`src/rtl/alu_pkg.sv`:
```
`timescale 1ns/1ps
package alu_pkg;

    typedef enum logic [3:0] {
        OP_AND = 4'b0000,
        OP_OR  = 4'b0001,
        OP_ADD = 4'b0010,
        OP_SUB = 4'b0110,
        OP_SLT = 4'b0111,
        OP_NOR = 4'b1100
    } alu_op_e;

    typedef enum logic [1:0] {
        PICK_AND  = 2'b00,
        PICK_OR   = 2'b01,
        PICK_SUM  = 2'b10,
        PICK_LESS = 2'b11
    } slice_pick_e;

    typedef struct packed {
        logic        neg_a;
        logic        neg_b;
        slice_pick_e pick;
        logic        legal;
        logic        arith;
    } slice_ctl_t;

endpackage

```
`src/rtl/alu_ctl_decode.sv`:
```
`timescale 1ns/1ps
module alu_ctl_decode
    import alu_pkg::*;
(
    input  logic [3:0] op_code,
    output slice_ctl_t ctl
);

    always_comb begin
        ctl.neg_a = op_code[3];
        ctl.neg_b = op_code[2];
        ctl.pick  = slice_pick_e'(op_code[1:0]);
        ctl.legal = 1'b0;
        ctl.arith = 1'b0;
        unique case (op_code)
            OP_AND, OP_OR, OP_SLT, OP_NOR: ctl.legal = 1'b1;
            OP_ADD, OP_SUB: begin
                ctl.legal = 1'b1;
                ctl.arith = 1'b1;
            end
            default: ctl.legal = 1'b0;
        endcase
    end

endmodule

```
`src/rtl/alu_bit_slice.sv`:
```
`timescale 1ns/1ps
module alu_bit_slice
    import alu_pkg::*;
(
    input  logic        a_bit,
    input  logic        b_bit,
    input  logic        neg_a,
    input  logic        neg_b,
    input  slice_pick_e pick,
    input  logic        carry_in,
    input  logic        less_in,
    output logic        a_eff,
    output logic        b_eff,
    output logic        res_bit
);

    logic and_v;
    logic or_v;
    logic sum_v;

    assign a_eff = neg_a ? ~a_bit : a_bit;
    assign b_eff = neg_b ? ~b_bit : b_bit;
    assign and_v = a_eff & b_eff;
    assign or_v  = a_eff | b_eff;
    assign sum_v = a_eff ^ b_eff ^ carry_in;

    always_comb begin
        unique case (pick)
            PICK_AND:  res_bit = and_v;
            PICK_OR:   res_bit = or_v;
            PICK_SUM:  res_bit = sum_v;
            PICK_LESS: res_bit = less_in;
            default:   res_bit = 1'b0;
        endcase
    end

endmodule

```
`src/rtl/alu_carry_chain.sv`:
```
`timescale 1ns/1ps
module alu_carry_chain #(
    parameter int W = 32
) (
    input  logic [W-1:0] a_eff,
    input  logic [W-1:0] b_eff,
    input  logic         cin,
    output logic [W-1:0] carry_vec,
    output logic         cout,
    output logic         ovf_raw,
    output logic         sign_bit
);

    localparam int TOP = W - 1;

    logic [W:0] chain;

    always_comb begin
        chain[0] = cin;
        for (int i = 0; i < W; i++) begin
            chain[i+1] = (a_eff[i] & b_eff[i]) | (chain[i] & (a_eff[i] ^ b_eff[i]));
        end
    end

    assign carry_vec = chain[W-1:0];
    assign cout      = chain[W];
    assign ovf_raw   = chain[W] ^ chain[TOP];
    assign sign_bit  = a_eff[TOP] ^ b_eff[TOP] ^ chain[TOP];

endmodule

```
`src/rtl/alu_flags.sv`:
```
`timescale 1ns/1ps
module alu_flags #(
    parameter int W = 32
) (
    input  logic [W-1:0] raw_res,
    input  logic         legal,
    input  logic         arith,
    input  logic         ovf_raw,
    input  logic         cout_raw,
    output logic [W-1:0] result,
    output logic         zero,
    output logic         overflow,
    output logic         carry_out
);

    assign result    = legal ? raw_res : '0;
    assign zero      = ~|result;
    assign overflow  = arith & ovf_raw;
    assign carry_out = legal & cout_raw;

endmodule

```
`src/rtl/ripple_alu.sv`:
```
`timescale 1ns/1ps
module ripple_alu
    import alu_pkg::*;
#(
    parameter int W = 32
) (
    input  logic [W-1:0] opnd_a,
    input  logic [W-1:0] opnd_b,
    input  logic [3:0]   op_code,
    output logic [W-1:0] result,
    output logic         zero,
    output logic         overflow,
    output logic         carry_out
);

    slice_ctl_t   ctl;
    logic [W-1:0] a_eff_vec;
    logic [W-1:0] b_eff_vec;
    logic [W-1:0] carry_vec;
    logic [W-1:0] raw_res;
    logic         cout_raw;
    logic         ovf_raw;
    logic         sign_bit;

    alu_ctl_decode u_decode (
        .op_code (op_code),
        .ctl     (ctl)
    );

    alu_carry_chain #(.W(W)) u_chain (
        .a_eff     (a_eff_vec),
        .b_eff     (b_eff_vec),
        .cin       (ctl.neg_b),
        .carry_vec (carry_vec),
        .cout      (cout_raw),
        .ovf_raw   (ovf_raw),
        .sign_bit  (sign_bit)
    );

    for (genvar i = 0; i < W; i++) begin : g_slice
        logic less_w;
        if (i == 0) begin : g_low
            assign less_w = sign_bit;
        end else begin : g_rest
            assign less_w = 1'b0;
        end
        alu_bit_slice u_slice (
            .a_bit    (opnd_a[i]),
            .b_bit    (opnd_b[i]),
            .neg_a    (ctl.neg_a),
            .neg_b    (ctl.neg_b),
            .pick     (ctl.pick),
            .carry_in (carry_vec[i]),
            .less_in  (less_w),
            .a_eff    (a_eff_vec[i]),
            .b_eff    (b_eff_vec[i]),
            .res_bit  (raw_res[i])
        );
    end

    alu_flags #(.W(W)) u_flags (
        .raw_res   (raw_res),
        .legal     (ctl.legal),
        .arith     (ctl.arith),
        .ovf_raw   (ovf_raw),
        .cout_raw  (cout_raw),
        .result    (result),
        .zero      (zero),
        .overflow  (overflow),
        .carry_out (carry_out)
    );

    always_comb begin
        p_zero_flag_r7: assert (zero == (result == '0))
            else $error("zero flag disagrees with result");
        if (op_code == OP_AND) begin
            p_and_r1: assert (result == (opnd_a & opnd_b))
                else $error("AND result wrong");
        end
        if (op_code == OP_NOR) begin
            p_nor_r6: assert (result == ~(opnd_a | opnd_b))
                else $error("NOR result wrong");
        end
        if (op_code == OP_SLT) begin
            p_slt_upper_r5: assert (result[W-1:1] == '0)
                else $error("SLT upper bits not clear");
        end
        if (op_code != OP_ADD && op_code != OP_SUB) begin
            p_no_overflow_r9: assert (!overflow)
                else $error("overflow outside add/sub");
        end
        if (!(op_code inside {OP_AND, OP_OR, OP_ADD, OP_SUB, OP_SLT, OP_NOR})) begin
            p_unlisted_clear_r10: assert (result == '0 && !carry_out)
                else $error("unlisted code not cleared");
        end
    end

endmodule

```
`config.mk`:
```
export PLATFORM = sky130hd
export DESIGN_NAME = ripple_alu
export DESIGN_NICKNAME = d
export VERILOG_FILES = /design/src/rtl/alu_pkg.sv /design/src/rtl/alu_ctl_decode.sv /design/src/rtl/alu_bit_slice.sv /design/src/rtl/alu_carry_chain.sv /design/src/rtl/alu_flags.sv /design/src/rtl/ripple_alu.sv
export SDC_FILE = /design/constraint.sdc
export NUM_CORES = 1
export LEC_CHECK = 0
export ABC_AREA = 1
export BUFFER_PORTS_ARGS = -buffer_cell sky130_fd_sc_hd__buf_4
export CORE_MARGIN = 10
export CORE_UTILIZATION = 56
export DETAILED_ROUTE_END_ITERATION = 6
export PLACE_DENSITY = 0.95
export SETUP_SLACK_MARGIN = 0.3
export SKIP_LAST_GASP = 1
export SYNTH_ARGS = -nofsm -noshare
export SYNTH_HDL_FRONTEND = slang
export SYNTH_SLANG_ARGS = --single-unit
```
`constraint.sdc`:
```
create_clock -name vclk -period 23.5
set_clock_uncertainty 0.05 [all_clocks]
set_input_delay 3.525 -clock vclk [all_inputs]
set_output_delay 3.525 -clock vclk [all_outputs]
set_load 0.02 [all_outputs]
```
==> results.py, run 1 <==
metrics = {
    "detailed_routing": {
        "avgRoutedWirePerCell_um": 14.8,
        "drt_iter0_markers": 156,
        "drcViolationCount": 0,
        "num_vias": 3550,
        "routed_wl_um": 9980,
        "ant_nets": 0,
        "post_drt_via_cell_ratio": 5.27,
        "firstDrtPassIters": 7,
    },
    "floorplanning": {
        "die_x_um": 99.7,
        "dieArea_sq_um": 9940,
        "start_util_pct": 59.0,
        "rows": 28,
        "die_h_um": 99.7,
        "io_pins": 103,
        "core-area_sq_um": 6030,
    },
    "worst_hold_path": {
        "hold_class": "input port to output pin",
        "min_from": "op_code[0]",
    },
    "sta": {
        "finalSetupViolations": 0,
        "tns_ns": 0,
        "worst_pin_slew_ns": 1.05,
        "clock.fmax_ghz": 0.0486,
        "layout_min_cycle_time_ns": 20.56,
        "rsz0062_at_grt": "false",
        "postLayoutSetupSlackWorst_ns": 2.94,
        "hold_violations": 0,
        "fin_crit_sh_pct": 87.5,
        "relSlewSlack_pct": 29.7,
        "drv_slew": 0,
    },
    "final_layout": {
        "layout_commonest_cell": "inv_1",
        "final_cell_mix": "inv_1, buf_4, nand2_1",
        "stdcell_count": 673,
        "postLayoutCellArea_sq_um": 4320,
        "fillers": 497,
        "seq_cell_count": 0,
        "seqCellArea_sq_um": 0,
        "drive_above_1_share_pct": 18.2,
        "area_growth_pct": 21.6,
        "post-route-util_pct": 71.7,
        "fin_nets": 763,
        "n_antenna_cell": 0,
        "clock_buffers": 0,
    },
    "grt": {
        "grt_util_met3_pct": 2.15,
        "top_usage_layer": "met2",
        "grtUsageTotal_pct": 18.7,
        "gr-total-overflow": 0,
        "gr-usage-met2_pct": 37.6,
        "grt_pass1_vias": 3639,
        "antenna_found_initial": 0,
        "grt_pass1_wl_um": 16200,
        "use_met1_pct": 20.0,
        "grt_max_degree": 37,
    },
    "setup_path": {
        "cp.arrival_ns": 16.98,
        "crit_family": "adder cells",
        "startpoint": "op_code[3]",
        "crit_required_ns": 19.93,
        "critPathBufInv": 8,
        "path_class": "input port to output pin",
        "worstPathMaxFanout": 35,
        "start_kind": "input port",
        "crit_path_frequent_cell": "fa_1",
        "end_kind": "output pin",
        "critPathSlowestCell": "fa_1",
        "max_stage_delay_ns": 0.47,
    },
    "placement": {
        "place_area_sq_um": 4320,
        "hpwl_um": 8060,
        "place.gp.congestion": 0.826,
        "io_buffers": 103,
        "place_inst": 673,
        "dp_slack_ns": 3.05,
    },
    "cts": {
        "ctsResizeCount": 0,
        "hold_buffers": 0,
        "cts_setup_buffers": 0,
    },
    "synthesis": {
        "avgSynthCellArea_sq_um": 6.89,
        "ys_seq_area_share_pct": 0,
        "yosys_warnings": 0,
        "yosysUniqueCellTypes": 19,
        "synth_area_sq_um": 3560,
        "syn-num-nets": 679,
        "netlist_instances": 516,
    },
    "job": {
        "maxCapViolations": 0,
    },
    "run_status": {
        "status": "completed",
    },
    "pwr": {
        "leakage_nw": 2.41,
        "p_per_area_nw_per_um2": 28.5,
        "ir_drop_uv": 13.1,
    },
}
-- kinds of logic (layout without fill, tap and decap cells) --
group	Yosys count	in the layout	synth area share (%)
AO/OA/AOI/OAI	46	46	7.53
XOR/XNOR	65	65	16.0
adder cells (fa/ha/maj)	95	95	40.0
buffers and inverters	147	229	16.2
AND/OR/NAND/NOR	163	163	20.3
-- stage by stage --
step | power, mW | hold slack [ns]
3_3_place_gp | 0.115 | 7.41
6_report | 0.123 | 7.41
3_5_place_dp | 0.123 | 7.41
2_1_floorplan | 0.0858 | 7.27
5_1_grt | 0.140 | 7.44
4_1_cts | 0.123 | 7.41
-- routing by layer --
layer	wire, um	part of all wire, %
met5	0	0
met4	180	1.8
met1	3670	37
met2	5480	55
met3	647	6.5
-- tightest hold or removal path: stages --
cell and delay, ns:
buf_4 0.17, nor4_1 0.08, buf_4 0.16
-- synthesized netlist by cell type --
master	instances	area share, %
a31oi_1	30	5.3
buf_2	17	2.4
buf_4	1	0.21
clkbuf_1	4	0.42
fa_1	31	17
ha_1	64	23
inv_1	123	13
inv_2	2	0.21
nand2_1	100	11
nand3_1	44	6.2
nand3b_1	9	1.9
nor2_1	6	0.63
nor2_2	1	0.18
nor2_4	2	0.63
nor4_1	1	0.18
o21ai_0	5	0.70
o21ai_1	11	1.5
xnor2_1	59	15
xor2_1	6	1.5
-- area by class of cell --
type,count,area [sq um],area share [%]
multi-input cells,369,2980,68.9
repair buffers,104,781,18.1
inverters,125,469,10.9
well taps,75,93.8,2.17
-- power by group --
part | total, mW | leakage [nW] | switching, mW | internal [mW]
Combinational | 0.123 | 2.41 | 0.0722 | 0.0512
Sequential | 0 | 0 | 0 | 0
Clock | 0 | 0 | 0 | 0
Total | 0.123 | 2.41 | 0.0722 | 0.0512
-- path summary, 6_finish.rpt --
kind | end | slack [ns] | cells after the start
setup / recovery | zero | 2.94 | 49
hold / removal | overflow | 7.41 | 3
Note: power is estimated with default switching activity, not from simulation.
==> inputs of run 2 (changes only) <==
- CORE_MARGIN: 10 -> 2
- CORE_UTILIZATION: 56 -> 59
- SYNTH_HIERARCHICAL: unset -> 1
==> results.py, run 2 <==
metrics = {
    "run_status": {
        "status": "completed",
    },
    "final_layout": {
        "drive_above_1_share_pct": 31.2,
        "stdcell_count": 1083,
        "fillers": 666,
        "n_antenna_cell": 0,
        "clock_buffers": 0,
        "area_growth_pct": 18.6,
        "fin_nets": 1144,
        "layout_commonest_cell": "inv_1",
        "post-route-util_pct": 72.4,
        "multi_input_area_sq_um": 4090,
        "final_cell_mix": "inv_1, nand2_1, buf_4",
        "seq_cell_count": 0,
        "seqCellArea_sq_um": 0,
    },
    "sta": {
        "whs_ns": 7.68,
        "worst_pin_slew_ns": 1.09,
        "drv_slew": 0,
        "rsz0062_at_grt": "false",
        "hold_violations": 0,
        "relSlewSlack_pct": 27.2,
        "finalSetupViolations": 0,
        "fin_crit_sh_pct": 57.6,
        "clock.fmax_ghz": 0.0739,
        "tns_ns": 0,
        "layout_min_cycle_time_ns": 13.52,
    },
    "synthesis": {
        "synth_most_common_cell": "inv_1",
        "netlist_instances": 855,
        "yosys_warnings": 6,
        "yosysUniqueCellTypes": 24,
        "netlist.area_leader.share_pct": 23.6,
        "synth.area.top_cells": "ha_1, inv_1, nand2_1",
        "synth_area_sq_um": 5040,
        "yosysTopAreaCell": "ha_1",
        "synthTopCellsByCount": "inv_1, nand2_1, ha_1",
        "ys_seq_area_share_pct": 0,
        "avgSynthCellArea_sq_um": 5.89,
    },
    "pwr": {
        "p_per_area_nw_per_um2": 30.6,
        "leakage_nw": 3.88,
        "p_total_mw": 0.183,
        "ir_drop_uv": 15.4,
    },
    "detailed_routing": {
        "routed_wl_um": 10400,
        "post_drt_via_cell_ratio": 4.49,
        "avgRoutedWirePerCell_um": 9.61,
        "drt_iter0_markers": 70,
        "ant_nets": 0,
        "drcViolationCount": 0,
        "num_vias": 4864,
        "firstDrtPassIters": 4,
    },
    "placement": {
        "place_inst": 1083,
        "hpwl_um": 8550,
        "place.gp.congestion": 0.816,
        "io_buffers": 103,
    },
    "grt": {
        "grt_max_degree": 67,
        "grtUsageTotal_pct": 23.1,
        "grt_pass1_wl_um": 18100,
        "gr-total-overflow": 0,
        "grt_pass1_vias": 4537,
        "antenna_found_initial": 0,
    },
    "worst_hold_path": {
        "worst_hold_path.endpoint": "overflow",
        "hold_class": "input port to output pin",
        "holdPathStages": 6,
        "min_from": "op_code[1]",
    },
    "floorplanning": {
        "rows": 33,
        "die_h_um": 96.4,
        "dieArea_sq_um": 9290,
        "start_util_pct": 61.0,
        "core-area_sq_um": 8260,
        "io_pins": 103,
        "die_x_um": 96.4,
    },
    "cts": {
        "cts_setup_buffers": 0,
        "ctsResizeCount": 0,
        "hold_buffers": 0,
    },
    "setup_path": {
        "max_stage_delay_ns": 0.50,
        "end_kind": "output pin",
        "start_kind": "input port",
        "worstPathMaxFanout": 38,
        "crit_required_ns": 19.93,
        "crit_path_frequent_cell": "nand2_2",
        "path_class": "input port to output pin",
        "cp.arrival_ns": 9.95,
        "critPathSlowestCell": "buf_4",
    },
    "job": {
        "maxCapViolations": 0,
    },
}
## run 2: layout make-up
type                       count  share of cell area, %
multi-input combinational    613                   68.4
tap                          105                   2.20
inverter                     262                   16.5
timing repair buffer         103                   12.9
## run 2: worst max-delay path by stage
| stage | to | from | slack (ns) | depth (start not counted) |
|---|---|---|---|---|
| after floorplan | zero | op_code[2] | 10.77 | 74 |
| after global placement | zero | op_code[2] | 10.25 | 75 |
| after detailed placement | zero | op_code[2] | 9.95 | 75 |
| after CTS | zero | op_code[2] | 9.95 | 75 |
| after global routing | zero | op_code[2] | 9.31 | 75 |
| final | zero | op_code[2] | 9.98 | 75 |
## run 2: cell families (layout without fill, tap and decap cells)
logic type,count (synthesis),in the layout,share of synthesized area [%]
xor gates and xnor gates,64,64,11.1
buffers and inverters,272,365,21.2
adders and majority gates,96,96,24.0
AOI/OAI and AO/OA,77,77,10.5
other,1,31,0.0744
and+or+nand+nor,345,345,33.1
## run 2: metal layers
metal  wire, um  track usage [%]
met1       4650             28.1
met3        265            0.155
met5          0                0
met2       5280             45.4
met4        214             4.69
## run 2: where the power goes
group          switching, mW  leakage [nW]  internal, mW
logic                  0.110          3.88        0.0730
clock network              0             0             0
registers                  0             0             0
## run 2: critical path, delay by kind of cell
family / cells / cell delay, ns
simple gates: 66 / 4.30
buf+inv: 3 / 0.74
fa+ha+maj: 2 / 0.68
compound gates: 3 / 0.44
xor+xnor: 1 / 0.21
## run 2: through the flow
step | setup slack, ns | area (sq um)
6_report | 9.98 | 5980
5_1_grt | 9.31 | 5980
4_1_cts | 9.95 | 5980
3_5_place_dp | 9.95 | 5980
3_3_place_gp | 10.25 | 5980
2_1_floorplan | 10.77 | 5150
